**src/rtl/wpack_pkg.sv**
```systemverilog
package wpack_pkg;

    parameter int XM_ADDR_W = 22;
    parameter int XM_BUS_W  = 16;
    parameter int XM_LANE_W = 8;
    parameter int XM_WORD_W = 24;
    parameter int XM_FLAG_W = XM_BUS_W - XM_LANE_W;
    parameter int XM_BEAT_W = 2;

    typedef logic [XM_ADDR_W-1:0] xaddr_t;
    typedef logic [XM_WORD_W-1:0] xword_t;
    typedef logic [XM_BUS_W-1:0]  xbus_t;
    typedef logic [XM_BEAT_W-1:0] xbeat_t;
    typedef logic [XM_FLAG_W-1:0] xflag_t;

    typedef enum logic {
        SEQ_IDLE = 1'b0,
        SEQ_BUS  = 1'b1
    } seq_state_e;

    typedef struct packed {
        xaddr_t addr;
        xword_t data;
        logic   wide;
        logic   write;
        logic   narrow;
    } xreq_t;

    // Beats needed for one word on the chosen external width.
    function automatic xbeat_t beats_needed(input logic narrow, input logic wide);
        if (narrow)
            return wide ? xbeat_t'(3) : xbeat_t'(2);
        return wide ? xbeat_t'(2) : xbeat_t'(1);
    endfunction

    // Lane contents of beat k for an outgoing word.
    function automatic xbus_t lane_slice(input logic narrow, input xword_t word, input xbeat_t beat);
        int unsigned base;
        xbus_t       res;
        res = '0;
        if (narrow) begin
            base = XM_LANE_W * int'(beat);
            res[XM_LANE_W-1:0] = word[base +: XM_LANE_W];
        end else if (beat == '0) begin
            res = word[XM_BUS_W-1:0];
        end else begin
            res[XM_WORD_W-XM_BUS_W-1:0] = word[XM_WORD_W-1:XM_BUS_W];
        end
        return res;
    endfunction

    // Merge the pins captured on beat k into the partial word.
    function automatic xword_t merge_beat(input logic narrow, input xword_t part,
                                          input xbus_t pins, input xbeat_t beat);
        int unsigned base;
        xword_t      res;
        res = part;
        if (narrow) begin
            base = XM_LANE_W * int'(beat);
            res[base +: XM_LANE_W] = pins[XM_LANE_W-1:0];
        end else if (beat == '0) begin
            res[XM_BUS_W-1:0] = pins;
        end else begin
            res[XM_WORD_W-1:XM_BUS_W] = pins[XM_WORD_W-XM_BUS_W-1:0];
        end
        return res;
    endfunction

endpackage

```
**src/rtl/wpack_seq.sv**
```systemverilog
module wpack_seq
    import wpack_pkg::*;
(
    input  logic   clk,
    input  logic   rst,
    input  logic   req_valid,
    input  logic   ack,
    input  xbeat_t beats_in,
    output logic   accept,
    output logic   busy,
    output logic   step,
    output logic   done,
    output xbeat_t beat,
    output logic   ready
);

    seq_state_e state_q;
    xbeat_t     beat_q;
    xbeat_t     total_q;
    logic       ready_q;
    logic       last;

    assign accept = (state_q == SEQ_IDLE) && req_valid && !ready_q;
    assign busy   = (state_q == SEQ_BUS);
    assign step   = busy && ack;
    assign last   = (beat_q == total_q - xbeat_t'(1));
    assign done   = step && last;
    assign beat   = beat_q;
    assign ready  = ready_q;

    always_ff @(posedge clk) begin
        if (rst) begin
            state_q <= SEQ_IDLE;
            beat_q  <= '0;
            total_q <= xbeat_t'(1);
            ready_q <= 1'b0;
        end else begin
            ready_q <= done;
            unique case (state_q)
                SEQ_IDLE: begin
                    if (accept) begin
                        state_q <= SEQ_BUS;
                        beat_q  <= '0;
                        total_q <= beats_in;
                    end
                end
                SEQ_BUS: begin
                    if (step) begin
                        if (last) begin
                            state_q <= SEQ_IDLE;
                            beat_q  <= '0;
                        end else begin
                            beat_q <= beat_q + xbeat_t'(1);
                        end
                    end
                end
                default: state_q <= SEQ_IDLE;
            endcase
        end
    end

endmodule

```
**src/rtl/wpack_lane.sv**
```systemverilog
module wpack_lane
    import wpack_pkg::*;
(
    input  logic   clk,
    input  logic   rst,
    input  logic   accept,
    input  xreq_t  req_in,
    input  logic   step,
    input  logic   done,
    input  xbeat_t beat,
    input  xbus_t  pins_in,
    output xaddr_t bus_addr,
    output xbus_t  bus_data,
    output logic   hi_mem,
    output logic   cur_write,
    output logic   cur_narrow,
    output xword_t rdata
);

    xreq_t  cur_q;
    xword_t part_q;
    xword_t part_nx;
    xword_t rdata_q;

    assign part_nx    = merge_beat(cur_q.narrow, part_q, pins_in, beat);
    assign bus_addr   = cur_q.addr + xaddr_t'(beat);
    assign bus_data   = lane_slice(cur_q.narrow, cur_q.data, beat);
    assign hi_mem     = !cur_q.narrow && (beat == '0);
    assign cur_write  = cur_q.write;
    assign cur_narrow = cur_q.narrow;
    assign rdata      = rdata_q;

    always_ff @(posedge clk) begin
        if (rst) begin
            cur_q   <= '0;
            part_q  <= '0;
            rdata_q <= '0;
        end else begin
            if (accept) begin
                cur_q  <= req_in;
                part_q <= '0;
            end else if (step) begin
                part_q <= part_nx;
            end
            if (done) begin
                rdata_q <= cur_q.wide ? part_nx
                                      : {{(XM_WORD_W-XM_BUS_W){1'b0}}, part_nx[XM_BUS_W-1:0]};
            end
        end
    end

endmodule

```
**src/rtl/wpack_flags.sv**
```systemverilog
module wpack_flags
    import wpack_pkg::*;
(
    input  logic   clk,
    input  logic   rst,
    input  logic   dir_we,
    input  logic   out_we,
    input  xflag_t wdata,
    output xflag_t dir,
    output xflag_t level
);

    xflag_t dir_q;
    xflag_t lvl_q;

    assign dir   = dir_q;
    assign level = lvl_q;

    always_ff @(posedge clk) begin
        if (rst) begin
            dir_q <= '0;
            lvl_q <= '0;
        end else begin
            if (dir_we) dir_q <= wdata;
            if (out_we) lvl_q <= wdata;
        end
    end

endmodule

```
**src/rtl/wpack_xmem.sv**
```systemverilog
module wpack_xmem
    import wpack_pkg::*;
(
    input  logic                 clk,
    input  logic                 rst,
    input  logic                 cfg_narrow,
    input  logic                 req_valid,
    input  logic [XM_ADDR_W-1:0] req_addr,
    input  logic                 req_wide,
    input  logic                 req_write,
    input  logic [XM_WORD_W-1:0] req_wdata,
    output logic                 req_ready,
    output logic [XM_WORD_W-1:0] req_rdata,
    output logic [XM_ADDR_W-1:0] xa_addr,
    output logic                 xa_strobe,
    output logic                 xa_we,
    input  logic                 xa_ack,
    output logic [XM_BUS_W-1:0]  xd_out,
    output logic                 xd_oe_lo,
    output logic [XM_FLAG_W-1:0] xd_oe_hi,
    input  logic [XM_BUS_W-1:0]  xd_in,
    input  logic                 flag_dir_we,
    input  logic                 flag_out_we,
    input  logic [XM_FLAG_W-1:0] flag_wdata,
    output logic [XM_FLAG_W-1:0] flag_in
);

    xreq_t  req_pack;
    xbeat_t beats_in;
    logic   accept;
    logic   busy;
    logic   step;
    logic   done;
    xbeat_t beat;
    xbus_t  lane_data;
    logic   hi_mem;
    logic   cur_write;
    logic   cur_narrow;
    logic   narrow_eff;
    xflag_t fdir;
    xflag_t flvl;

    assign req_pack = '{addr: req_addr, data: req_wdata, wide: req_wide,
                        write: req_write, narrow: cfg_narrow};
    assign beats_in = beats_needed(cfg_narrow, req_wide);

    wpack_seq i_seq (
        .clk      (clk),
        .rst      (rst),
        .req_valid(req_valid),
        .ack      (xa_ack),
        .beats_in (beats_in),
        .accept   (accept),
        .busy     (busy),
        .step     (step),
        .done     (done),
        .beat     (beat),
        .ready    (req_ready)
    );

    wpack_lane i_lane (
        .clk       (clk),
        .rst       (rst),
        .accept    (accept),
        .req_in    (req_pack),
        .step      (step),
        .done      (done),
        .beat      (beat),
        .pins_in   (xd_in),
        .bus_addr  (xa_addr),
        .bus_data  (lane_data),
        .hi_mem    (hi_mem),
        .cur_write (cur_write),
        .cur_narrow(cur_narrow),
        .rdata     (req_rdata)
    );

    wpack_flags i_flags (
        .clk   (clk),
        .rst   (rst),
        .dir_we(flag_dir_we),
        .out_we(flag_out_we),
        .wdata (flag_wdata),
        .dir   (fdir),
        .level (flvl)
    );

    assign narrow_eff = busy ? cur_narrow : cfg_narrow;
    assign xa_strobe  = busy;
    assign xa_we      = busy && cur_write;
    assign xd_oe_lo   = busy && cur_write;
    assign flag_in    = xd_in[XM_BUS_W-1:XM_LANE_W];

    always_comb begin
        xd_out[XM_LANE_W-1:0] = lane_data[XM_LANE_W-1:0];
        if (narrow_eff) begin
            xd_out[XM_BUS_W-1:XM_LANE_W] = flvl;
            xd_oe_hi                     = fdir;
        end else begin
            xd_out[XM_BUS_W-1:XM_LANE_W] = lane_data[XM_BUS_W-1:XM_LANE_W];
            xd_oe_hi                     = {XM_FLAG_W{busy && cur_write && hi_mem}};
        end
    end

endmodule

```
**config.mk**
```make
export PLATFORM = sky130hd
export DESIGN_NAME = wpack_xmem
export DESIGN_NICKNAME = d
export VERILOG_FILES = /design/src/rtl/wpack_pkg.sv /design/src/rtl/wpack_seq.sv /design/src/rtl/wpack_lane.sv /design/src/rtl/wpack_flags.sv /design/src/rtl/wpack_xmem.sv
export SDC_FILE = /design/constraint.sdc
export NUM_CORES = 1
export LEC_CHECK = 0
export BUFFER_PORTS_ARGS = -buffer_cell sky130_fd_sc_hd__buf_2
export CAP_MARGIN = 20
export CORE_MARGIN = 3
export CORE_UTILIZATION = 55
export CTS_CLUSTER_DIAMETER = 50
export DETAILED_ROUTE_END_ITERATION = 8
export GPL_TIMING_DRIVEN = 0
export MAX_ROUTING_LAYER = met4
export PLACE_DENSITY_LB_ADDON = 0.05
export SYNTH_ARGS = -nofsm -noshare
export SYNTH_HDL_FRONTEND = slang
export SYNTH_SLANG_ARGS = --single-unit
```
**constraint.sdc**
```tcl
create_clock -name clk -period 5.05 [get_ports clk]
set_input_delay 1.01 -clock clk [delete_from_list [all_inputs] [get_ports clk]]
set_output_delay 1.01 -clock clk [all_outputs]
set_load 0.02 [all_outputs]
```
==> results.yml <==
layout:
  design_area_mm2: 0.00727
  multi_input_area_mm2: 0.00302
  seqCellArea_mm2: 0.00238
  diodes: 0
  fin_cells: 1036
  fin_util_pct: 72.7
  area_growth_pct: 25.8
  final_nets: 982
  fillers: 825
  drive_gt1_share_pct: 25.4
clock_network:
  tritoncts: "done"
  max-clock-path-buffers: 2
  cts_setup_buffers: 0
  ctsHoldBuffers: 0
  cts-root-buf: "clkbuf_8"
  clkSlewWorstSetupHoldPaths_ns: 0.05
  ctsHtreeMaxLevel: 4
  cts_sinks: 119
  cts_buffers: 17
  cts_resized: 0
  clkLatencyLatePin_ns: 0.53
global_route:
  grt_max_degree: 17
  overflow: 0
  antenna_found_initial: 0
  grt_usage_pct: 28.7
  grt_pass1_vias: 5460
  grt_pass1_wl_mm: 25.8
pwr:
  swShare_pct: 27.1
  switchingPower_w: 0.000685
  peakVddDrop_uv: 236
  clkPwrFrac_pct: 44.0
  p_seq_share_pct: 40.6
  p_int_w: 0.00185
  power_frac_comb_pct: 15.3
  cellLeakagePower_nw: 3.19
  power_density_mw_per_mm2: 348
  report.power.total_w: 0.00253
yosys:
  ys_async_sr_fraction_pct: 0
  synth_flop_cell: "dfxtp_1"
  synth_seq_cells: 119
  syn_area_mm2: 0.00578
  synth_edf_count: 0
  postSynthNetCount: 806
  netlist-cell-type-count: 54
  syn-mean-instance-area_um2: 8.04
  synth_cells: 719
  synth-warning-count: 0
  ys_seq_area_share_pct: 41.2
sta:
  slew_viol_final: 0
  tightestPinTransition_ns: 0.627
  setup_viol: 0
  rsz0062_at_grt: "false"
  finalCritPeriodShare_pct: 87.8
  min_period_ns: 4.44
  relSlewSlack_pct: 58.2
  skew_ns: 0.0103
  finalHoldViolations: 0
  max_freq_mhz: 225
  setup_tns_ns: 0
flow_run:
  maxCapViolCount: 0
drt:
  vias: 5838
  wire_per_inst_um: 16.0
  antenna_left: 0
  drc: 0
  detail_route.iter0.violations: 461
  routed_via_density: 5.64
  dr.pass1.iters: 5
  wirelength_mm: 16.6
min_path:
  hold_path_class: "reg2reg"
floorplanning:
  die_w_um: 109
  core-area_mm2: 0.0100
  num_rows: 36
  start_util_pct: 57.8
  fp.dieH_um: 109
  pin_count: 161
  die_area_mm2: 0.0118
placement:
  place_inst: 1009
  hpwl_mm: 12.2
  dpl_cell_area_mm2: 0.00673
  gp_congestion: 0.890
  portBuffers: 157
worst_setup_path:
  worstSetupPathType: "reg2out"
  critPathLaunchType: "flop"
  cp.required_ns: 4.04
  cp-end-kind: "output port"
  worstPathArrival_ns: 3.43
  path_max_fanout: 12
outcome:
  status: "completed"
-- synth_stat cells (9+ instances only) --
cell | instances | area (um2)
inv_1 | 16 | 60.1
xnor2_1 | 19 | 166
buf_4 | 12 | 90.1
clkbuf_1 | 34 | 128
o21ai_0 | 17 | 85.1
mux2i_1 | 25 | 250
nand2_1 | 166 | 623
nand3b_1 | 9 | 67.6
a221oi_1 | 21 | 184
buf_2 | 16 | 80.1
nor2_1 | 52 | 195
nand3_1 | 22 | 110
nor3_1 | 19 | 95.1
a21oi_1 | 71 | 355
dfxtp_1 | 119 | 2380
mux2_2 | 9 | 101
-- routing by layer --
layer	wire length [um]	vias up	global-route usage, %	part of all wire, %
li1	-	2849	-	-
met1	7170	2739	35.3	43
met2	8020	225	46.7	48
met3	1090	25	6.45	6.6
met4	276	0	9.38	1.7
met5	0	-	-	0
-- worst max-delay path, stage by stage (launching register included) --
cell and delay (ns):
dfxtp_1 0.50, clkinv_1 0.45, fa_1 0.59, nor2b_1 0.24, and4_1 0.23, clkbuf_1 0.28, nand4_1 0.19, xnor2_1 0.22
buf_2 0.20
-- cells by family after synthesis --
group           after synthesis  share of synthesized area (%)
buf+inv                      81                           6.52
xor+xnor                     21                           3.31
compound gates              155                           17.4
mux                          36                           6.73
simple gates                299                           22.9
flops                       119                           41.2
fa+ha+maj                     8                           1.86
-- metrics by stage --
| stage | hold WS, ns | setup slack, ns |
|---|---|---|
| after CTS | 0.452 | 0.664 |
| after detailed placement | 0.445 | 1.28 |
| after global routing | 0.468 | 0.492 |
| after global placement | 0.442 | 1.27 |
| after floorplan | 0.432 | 1.66 |
| final | 0.451 | 0.614 |
-- registers in the layout, summed over array words and instances (netlist names) --
signal	count
i_lane.part_q	24
i_seq.total_q	2
i_flags.dir	8
i_lane.cur_write	1
i_seq.busy	1
i_lane.rdata	24
i_lane.cur_narrow	1
i_seq.ready	1
i_seq.beat	2
i_flags.level	8
i_lane.cur_q	47
-- path summary, 6_finish.rpt --
path                                    end  cells after the start                     startpoint  slack [ns]
min           i_lane.rdata[12]$_SDFFE_PP0P_                      2  i_lane.rdata[12]$_SDFFE_PP0P_        0.45
min reg2reg   i_lane.rdata[12]$_SDFFE_PP0P_                      2  i_lane.rdata[12]$_SDFFE_PP0P_        0.45
max                             xa_addr[18]                      8     i_seq.beat[1]$_SDFFE_PP0P_        0.61
max reg2reg  i_lane.part_q[18]$_SDFFE_PP0P_                      8     i_seq.beat[1]$_SDFFE_PP0P_        2.36
-- layout make-up --
class	instances	share of cell area, %
tap	133	2.29
inverter	17	0.877
clock buffer	23	6.83
multi-input combinational	519	41.5
sequential	119	32.8
timing repair buffer	157	10.8
buffer	64	4.30
clock inverter	4	0.619
-- power groups by stage --
stage | clock [W] | sequential (W) | combinational, W
CTS | 0.00112 | 0.00103 | 0.000387
global route | 0.00116 | 0.00103 | 0.000425
global placement | 0 | 0.00104 | 0.000375
detailed placement | 0 | 0.00105 | 0.000384
floorplan | 0 | 0.00105 | 0.000246
finish | 0.00111 | 0.00103 | 0.000388
-- placed cells by master, fill, tap and decap left out, types with 21 or more instances in the layout --
cell type,instances
mux2i_1,25
nor2_1,52
nand2_1,166
buf_2,173
dfxtp_1,119
nand3_1,22
a21oi_1,71
a221oi_1,21
clkbuf_1,34
Note: power is estimated with default switching activity, not from simulation.
